$ cat src/rtl/xlat_pkg.sv
package xlat_pkg;
  typedef enum logic [1:0] {
    UPD_NONE = 2'd0,
    UPD_HIT  = 2'd1,
    UPD_FILL = 2'd2
  } upd_e;
endpackage

$ cat src/rtl/xlat_line.sv
module xlat_line
  import xlat_pkg::*;
#(
  parameter int TAG_W     = 19,
  parameter int FRAME_W   = 19,
  parameter int RANK_W    = 2,
  parameter int INIT_RANK = 0
) (
  input  logic               clk,
  input  logic               rst,
  input  upd_e               upd,
  input  logic               chosen,
  input  logic [RANK_W-1:0]  ref_rank,
  input  logic [TAG_W-1:0]   fill_tag,
  input  logic [FRAME_W-1:0] fill_frame,
  input  logic [TAG_W-1:0]   look_tag,
  output logic               match,
  output logic [FRAME_W-1:0] frame,
  output logic [RANK_W-1:0]  rank,
  output logic               valid
);
  logic [TAG_W-1:0] tag_q;

  always_ff @(posedge clk) begin
    if (rst) begin
      valid <= 1'b0;
      tag_q <= '0;
      frame <= '0;
      rank  <= RANK_W'(INIT_RANK);
    end else if (upd != UPD_NONE) begin
      if (chosen) begin
        rank <= '1;
        if (upd == UPD_FILL) begin
          valid <= 1'b1;
          tag_q <= fill_tag;
          frame <= fill_frame;
        end
      end else if (rank > ref_rank) begin
        rank <= rank - 1'b1;
      end
    end
  end

  assign match = valid && (tag_q == look_tag);
endmodule

$ cat src/rtl/xlat_pick.sv
module xlat_pick #(
  parameter int LINES   = 4,
  parameter int RANK_W  = 2,
  parameter int FRAME_W = 19
) (
  input  logic [LINES-1:0]         match,
  input  logic [LINES*RANK_W-1:0]  rank_flat,
  input  logic [LINES*FRAME_W-1:0] frame_flat,
  output logic                     any_hit,
  output logic [RANK_W-1:0]        hit_rank,
  output logic [FRAME_W-1:0]       hit_frame,
  output logic [LINES-1:0]         victim
);
  always_comb begin
    any_hit   = |match;
    hit_rank  = '0;
    hit_frame = '0;
    for (int i = 0; i < LINES; i++) begin
      if (match[i]) begin
        hit_rank  = hit_rank  | rank_flat[i*RANK_W +: RANK_W];
        hit_frame = hit_frame | frame_flat[i*FRAME_W +: FRAME_W];
      end
      victim[i] = (rank_flat[i*RANK_W +: RANK_W] == '0);
    end
  end
endmodule

$ cat src/rtl/xlat_cache.sv
module xlat_cache
  import xlat_pkg::*;
#(
  parameter int LINES   = 4,
  parameter int TAG_W   = 19,
  parameter int OFF_W   = 9,
  parameter int FRAME_W = 19
) (
  input  logic                     clk,
  input  logic                     rst,
  input  logic                     lk_valid,
  input  logic [TAG_W+OFF_W-1:0]   lk_vaddr,
  input  logic                     fill_valid,
  input  logic [TAG_W-1:0]         fill_tag,
  input  logic [FRAME_W-1:0]       fill_frame,
  output logic                     res_valid,
  output logic                     res_hit,
  output logic [FRAME_W-1:0]       res_paddr
);
  localparam int RANK_W = $clog2(LINES);
  localparam int VA_W   = TAG_W + OFF_W;

  logic [TAG_W-1:0]         look_tag;
  logic [OFF_W-1:0]         look_off;
  logic [LINES-1:0]         match;
  logic [LINES-1:0]         victim;
  logic [LINES-1:0]         chosen;
  logic [LINES-1:0]         valid_vec;
  logic [LINES*RANK_W-1:0]  rank_flat;
  logic [LINES*FRAME_W-1:0] frame_flat;
  logic                     any_hit;
  logic [RANK_W-1:0]        hit_rank;
  logic [RANK_W-1:0]        ref_rank;
  logic [FRAME_W-1:0]       hit_frame;
  upd_e                     upd;

  assign look_tag = lk_vaddr[VA_W-1:OFF_W];
  assign look_off = lk_vaddr[OFF_W-1:0];

  always_comb begin
    if (fill_valid) begin
      upd      = UPD_FILL;
      chosen   = victim;
      ref_rank = '0;
    end else if (lk_valid && any_hit) begin
      upd      = UPD_HIT;
      chosen   = match;
      ref_rank = hit_rank;
    end else begin
      upd      = UPD_NONE;
      chosen   = '0;
      ref_rank = '0;
    end
  end

  for (genvar i = 0; i < LINES; i++) begin : g_line
    xlat_line #(
      .TAG_W(TAG_W), .FRAME_W(FRAME_W), .RANK_W(RANK_W), .INIT_RANK(i)
    ) u_line (
      .clk       (clk),
      .rst       (rst),
      .upd       (upd),
      .chosen    (chosen[i]),
      .ref_rank  (ref_rank),
      .fill_tag  (fill_tag),
      .fill_frame(fill_frame),
      .look_tag  (look_tag),
      .match     (match[i]),
      .frame     (frame_flat[i*FRAME_W +: FRAME_W]),
      .rank      (rank_flat[i*RANK_W +: RANK_W]),
      .valid     (valid_vec[i])
    );
  end

  xlat_pick #(.LINES(LINES), .RANK_W(RANK_W), .FRAME_W(FRAME_W)) u_pick (
    .match     (match),
    .rank_flat (rank_flat),
    .frame_flat(frame_flat),
    .any_hit   (any_hit),
    .hit_rank  (hit_rank),
    .hit_frame (hit_frame),
    .victim    (victim)
  );

  always_ff @(posedge clk) begin
    if (rst) begin
      res_valid <= 1'b0;
      res_hit   <= 1'b0;
      res_paddr <= '0;
    end else begin
      res_valid <= lk_valid;
      res_hit   <= lk_valid && any_hit;
      res_paddr <= (lk_valid && any_hit) ? hit_frame + FRAME_W'(look_off) : '0;
    end
  end
endmodule

$ cat config.mk
export PLATFORM = sky130hd
export DESIGN_NAME = xlat_cache
export DESIGN_NICKNAME = d
export VERILOG_FILES = /design/src/rtl/xlat_pkg.sv /design/src/rtl/xlat_line.sv /design/src/rtl/xlat_pick.sv /design/src/rtl/xlat_cache.sv
export SDC_FILE = /design/constraint.sdc
export NUM_CORES = 1
export LEC_CHECK = 0
export ABC_AREA = 1
export BUFFER_PORTS_ARGS = -buffer_cell sky130_fd_sc_hd__clkbuf_2
export CORE_UTILIZATION = 35
export DETAILED_ROUTE_END_ITERATION = 10
export PLACE_DENSITY = 0.48
export RECOVER_POWER = 50
export SYNTH_ARGS = -nofsm -noshare
export SYNTH_HDL_FRONTEND = slang
export SYNTH_SLANG_ARGS = --single-unit
$ cat constraint.sdc
create_clock -name clk -period 5.4 [get_ports clk]
set_input_delay 1.35 -clock clk [delete_from_list [all_inputs] [get_ports clk]]
set_output_delay 1.35 -clock clk [all_outputs]
set_load 0.05 [all_outputs]
==> results of run 1 <==
## where the power goes
part	switching, mW	total, mW	internal (mW)
registers	0.0677	1.55	1.49
logic	0.403	0.596	0.192
clock network	0.601	1.39	0.787
## final cells by class
type	count	area [sq um]	share of cell area (%)
inverters	149	561	5.19
multi-input cells	997	4950	45.9
flip-flops and latches	185	3700	34.3
clock inverters	14	210	1.95
clock buffers	17	425	3.94
well taps	335	419	3.88
repair buffers	106	527	4.87
diodes	2	5.00	0.0463
## kinds of logic after synthesis
logic type / share of synthesized area, %
buffers and inverters: 8.60
AO/OA/AOI/OAI: 15.0
AND/OR/NAND/NOR: 32.6
XOR/XNOR: 1.67
adder cells (fa/ha/maj): 2.99
flip-flops: 39.1
## per-layer routing
metal  vias to the layer above  track usage, %  part of all wire, %
met2                       148            34.6                   43
met5                         -               0                    0
met3                        16            3.90                  4.2
met1                      4064            32.8                   52
met4                         0            4.23                 0.67
li1                       4579               -                    -
## cell usage in the layout (no fill, tap or decap), types with 14 or more instances in the layout
cell type,n
dfxtp_1,185
nor2_1,264
nand2_1,282
inv_2,30
nand3_1,19
clkbuf_16,17
a21oi_1,89
ha_1,21
nand2_2,14
inv_1,118
o21ai_0,164
clkbuf_1,27
clkbuf_2,67
nand4_1,44
## flip-flops by register name (all words and copies together) (netlist names)
| register | cells |
|---|---|
| g_line.u_line.rank | 8 |
| g_line.u_line.valid | 4 |
| res_valid | 1 |
| res_hit | 1 |
| g_line.u_line.tag_q | 76 |
| res_paddr | 19 |
| g_line.u_line.frame | 76 |
## path summary, 6_finish.rpt
kind / startpoint / endpoint / slack, ns / cells past startpoint
worst max-delay path: lk_vaddr[18] / res_paddr[18]$_SDFF_PP0_ / 0.99 / 32
worst min-delay path: g_line[0].u_line.frame[1]$_SDFFE_PP0P_ / g_line[0].u_line.frame[1]$_SDFFE_PP0P_ / 0.46 / 2
worst max register to register: g_line[0].u_line.rank[1]$_SDFFE_PP0P_ / g_line[0].u_line.rank[0]$_SDFFE_PP0P_ / 1.64 / 9
worst min register to register: g_line[0].u_line.frame[1]$_SDFFE_PP0P_ / g_line[0].u_line.frame[1]$_SDFFE_PP0P_ / 0.46 / 2
## critical path: cells and delay by family
family / cells / cell delay (ns)
adders and majority gates: 2 / 0.57
buffers and inverters: 6 / 0.51
and+or+nand+nor: 24 / 2.34
## through the flow
stage	cell area (sq um)	total power [mW]	cells	utilization, %
3_3_place_gp	10200	2.17	1772	38.8
6_report	10800	3.54	1805	41.1
5_1_grt	10800	3.73	1803	41.1
3_5_place_dp	10200	2.18	1772	38.8
4_1_cts	10800	3.57	1803	41.3
2_1_floorplan	9460	1.97	1390	-
==> impl_metrics.json, run 1 <==
{
  "yosysTopAreaCell": "dfxtp_1",
  "power_density_mw_per_mm2": 327,
  "hold_path.class": "reg -> reg",
  "area_growth_pct": 14.2,
  "cts_sinks": 185,
  "crit_fanout": 8,
  "clockBufferDepth": 2,
  "hold_viol": 0,
  "setup_ws_ns": 0.986,
  "cts_setup_buffers": 0,
  "synth_edf_count": 0,
  "relSlewSlack_pct": -99.7,
  "start_util_pct": 36.0,
  "clk_pin_slew_ns": 0.07,
  "maxSlewViolCount": 232,
  "cpMostUsedCell": "nand2_1",
  "io_pins": 91,
  "clk_latency_ns": 0.44,
  "drt_iter0_drc": 671,
  "chipWidth_um": 166,
  "drt-vias-per-instance": 4.88,
  "async_reset_ff_share_pct": 0,
  "fp.dieH_um": 166,
  "grt_pass1_wl_um": 48000,
  "slowest_delay_ns": 0.35,
  "ys_warn_count": 0,
  "rsz0062_at_grt": "false",
  "nFillCells": 2889,
  "finalCritPeriodShare_pct": 81.7,
  "grt_max_degree": 115,
  "cp-end-kind": "flop",
  "min_period_ns": 4.41,
  "synth_area_sq_mm": 0.00946,
  "cts_inserted_buffers": 17,
  "routedWlPerCell_um": 16.7,
  "core-area_sq_mm": 0.0263,
  "dominantRegCellSynth": "dfxtp_1",
  "syn_nets": 1482,
  "dp_hpwl_um": 21200,
  "grt_usage_pct": 22.4,
  "ys_types": 47,
  "postRouteAntennaNets": 0,
  "critPathLaunchType": "input pin",
  "first_global_vias": 8397,
  "cts_tree": "yes",
  "synth_seq_cells": 185,
  "cts.hold.buffers_added": 0,
  "max-cap-violations": 4,
  "drt-total-wl_um": 30100,
  "postSynthAreaPerCell_sq_um": 6.81,
  "rows": 59,
  "fmax_ghz": 0.227,
  "gp_congestion": 0.881,
  "ctsResizeCount": 0,
  "crit_type": "in -> reg",
  "drive_above_1_share_pct": 13.5,
  "fp.dieArea_sq_mm": 0.0277,
  "p_leak_nw": 4.67,
  "nets": 1548,
  "cpMaxStageDelayCell": "fa_1",
  "drt_first_pass_iters": 9,
  "synth_common_cells": "nand2_1 (286), nor2_1 (264), dfxtp_1 (185), o21ai_0 (164), inv_1 (119)",
  "yosysMostFrequentCell": "nand2_1",
  "syn_inst": 1390,
  "worstPathRequired_ns": 5.73,
  "antenna_found_initial": 2,
  "peakVddDrop_uv": 179,
  "dp_slack_ns": 0.505,
  "via_count": 8807,
  "cts.root.buffer_cell": "clkbuf_16",
  "hold_ws_ns": 0.455,
  "setup_viol_count_final": 0,
  "h-tree-depth": 4,
  "arrival_ns": 4.75,
  "setup_tns_ns": 0,
  "yosysTopAreaCellShare_pct": 39.1,
  "drc_errors": 12,
  "synthTopCellsByArea": "dfxtp_1 (39%), nand2_1 (11%), nor2_1 (10%), o21ai_0 (8.7%), inv_1 (4.7%)",
  "fin_worst_skew_ns": 0.0110,
  "worst_pin_slew_ns": 3.00,
  "io_buffers": 90,
  "status": "complete, but fails checks",
  "gr-total-overflow": 0,
  "violations": "DRC, capacitance limit, slew limit",
  "ys_seq_area_share_pct": 39.1
}
No activity file was read; power rests on OpenSTA's default activity.
==> run 2: changes to the inputs <==
==> constraint.sdc (replaced) <==
create_clock -name clk -period 4.5 [get_ports clk]
set_input_delay 1.125 -clock clk [delete_from_list [all_inputs] [get_ports clk]]
set_output_delay 1.125 -clock clk [all_outputs]
set_load 0.05 [all_outputs]
==> impl_metrics.json, run 2 (synthesis results as in run 1) <==
{
  "p_int_mw": 2.87,
  "power_frac_seq_pct": 44.7,
  "drt-vias-per-instance": 4.89,
  "area_growth_pct": 14.9,
  "drc_errors": 12,
  "min_path_cells": 2,
  "drt-total-wl_um": 30300,
  "gp_congestion": 0.865,
  "antenna_found_initial": 1,
  "nets": 1563,
  "fin_util_pct": 41.4,
  "rows": 59,
  "status": "complete, but fails checks",
  "critPathBufInv": 5,
  "routedWlPerCell_um": 16.6,
  "gr-total-overflow": 0,
  "min_period_ns": 3.93,
  "drt_first_pass_iters": 8,
  "final_common_cell": "nand2_1",
  "io_pins": 91,
  "grt_usage_pct": 22.7,
  "cts_inserted_buffers": 17,
  "cpMaxStageDelayCell": "fa_1",
  "chipWidth_um": 166,
  "layout_common_cells": "nand2_1 (284), nor2_1 (264), dfxtp_1 (185)",
  "finalCritPeriodShare_pct": 87.3,
  "cp-end-kind": "flop",
  "reg_top3": "g_line.u_line.frame x76, g_line.u_line.tag_q x76, res_paddr x19",
  "setup_tns_ns": 0,
  "regToRegStartpoint": "g_line[2].u_line.rank[0]$_SDFFE_PP0P_",
  "min_to": "g_line[3].u_line.valid$_SDFFE_PP0P_",
  "max-cap-violations": 4,
  "drive_above_1_share_pct": 14.2,
  "via_count": 8903,
  "crit_fanout": 5,
  "cts_tree": "yes",
  "fp.dieH_um": 166,
  "clk_pin_slew_ns": 0.08,
  "first_global_vias": 8534,
  "io_buffers": 90,
  "ff2ff_setup_slack_ns": 0.81,
  "cpMostUsedCell": "nand2_1",
  "critPathLaunchType": "input pin",
  "cts.hold.buffers_added": 0,
  "worst_pin_slew_ns": 2.95,
  "ctsResizeCount": 0,
  "clockBufferDepth": 2,
  "clockPowerShare_pct": 37.8,
  "hold_viol": 0,
  "reg2reg_depth": 9,
  "hold_path.class": "reg -> reg",
  "p_sw_mw": 1.30,
  "fin_worst_skew_ns": 0.0169,
  "path_depth": 29,
  "arrival_ns": 4.27,
  "maxSlewViolCount": 262,
  "power_frac_comb_pct": 17.5,
  "drt_iter0_drc": 738,
  "cts_setup_buffers": 0,
  "fmax_ghz": 0.255,
  "cts_sinks": 185,
  "start_util_pct": 36.0,
  "peakVddDrop_uv": 269,
  "p_sw_share_pct": 31.2,
  "worstPathRequired_ns": 4.84,
  "cts.root.buffer_cell": "clkbuf_16",
  "cp-startpoint": "lk_vaddr[17]",
  "fp.dieArea_sq_mm": 0.0277,
  "clk_latency_ns": 0.44,
  "p_leak_nw": 4.73,
  "r2r-end": "g_line[2].u_line.rank[0]$_SDFFE_PP0P_",
  "nFillCells": 2839,
  "dp_hpwl_um": 21400,
  "grt_pass1_wl_um": 48400,
  "rsz0062_at_grt": "false",
  "crit_family": "simple AND/OR/NAND/NOR gates",
  "slowest_delay_ns": 0.36,
  "h-tree-depth": 4,
  "core-area_sq_mm": 0.0263,
  "violations": "DRC, capacitance limit, slew limit",
  "relSlewSlack_pct": -96.7,
  "hold_start": "g_line[3].u_line.valid$_SDFFE_PP0P_",
  "grt_max_degree": 102,
  "postRouteAntennaNets": 0,
  "power_density_mw_per_mm2": 383,
  "setup_viol_count_final": 0,
  "crit_type": "in -> reg"
}
## run 2: cell types whose count changed in the layout (fill, tap and decap cells not counted), sizes merged
cell / change
clkinvlp: -1
bufinv: -2
clkinv: +3
inv: +1
clkbuf: +3
buf: +12
## run 2: worst min-delay path, cell delays in order, from the launching register on
cell and delay (ns):
dfxtp_1 0.31, inv_1 0.05, a21oi_1 0.05
## run 2: power by group through the flow
stage / registers, mW / clock network [mW] / logic (mW)
after floorplan: 1.88 / 0 / 0.487
after global placement: 1.90 / 0 / 0.727
after detailed placement: 1.90 / 0 / 0.728
after CTS: 1.86 / 1.62 / 0.730
after global routing: 1.88 / 1.69 / 0.838
final: 1.86 / 1.58 / 0.730
## run 2: area by class of cell
class	count	area, sq um	share of cell area, %
inverters	149	561	5.15
flip-flops and latches	185	3700	34.1
repair buffers	121	631	5.80
well taps	335	419	3.85
clock buffers	17	425	3.91
clock inverters	15	181	1.67
diodes	2	5.00	0.0460
multi-input cells	997	4950	45.5
## run 2: routing by layer
layer | GRT usage [%] | vias to the layer above | wire length (um)
met2 | 35.5 | 188 | 13400
met3 | 4.25 | 21 | 1630
met1 | 32.6 | 4076 | 15000
met4 | 4.15 | 0 | 236
met5 | 0 | - | 0
li1 | - | 4618 | -
## run 2: stage by stage
stage	hold WS (ns)	instances	setup WS [ns]	power, mW	cell area, sq um
4_1_cts	0.458	1819	0.571	4.21	10900
6_report	0.457	1821	0.572	4.17	10900
3_5_place_dp	0.448	1787	0.101	2.63	10300
5_1_grt	0.484	1819	0.178	4.41	10900
3_3_place_gp	0.443	1787	0.142	2.63	10300
2_1_floorplan	0.430	1390	0.391	2.37	9460
## run 2: worst max path at each step
| stage | end | slack, ns |
|---|---|---|
| CTS | res_paddr[18]$_SDFF_PP0_ | 0.57 |
| finish | res_paddr[18]$_SDFF_PP0_ | 0.57 |
| global route | res_paddr[12]$_SDFF_PP0_ | 0.18 |
| floorplan | res_paddr[14]$_SDFF_PP0_ | 0.39 |
| global placement | res_paddr[18]$_SDFF_PP0_ | 0.14 |
| detailed placement | res_paddr[18]$_SDFF_PP0_ | 0.10 |
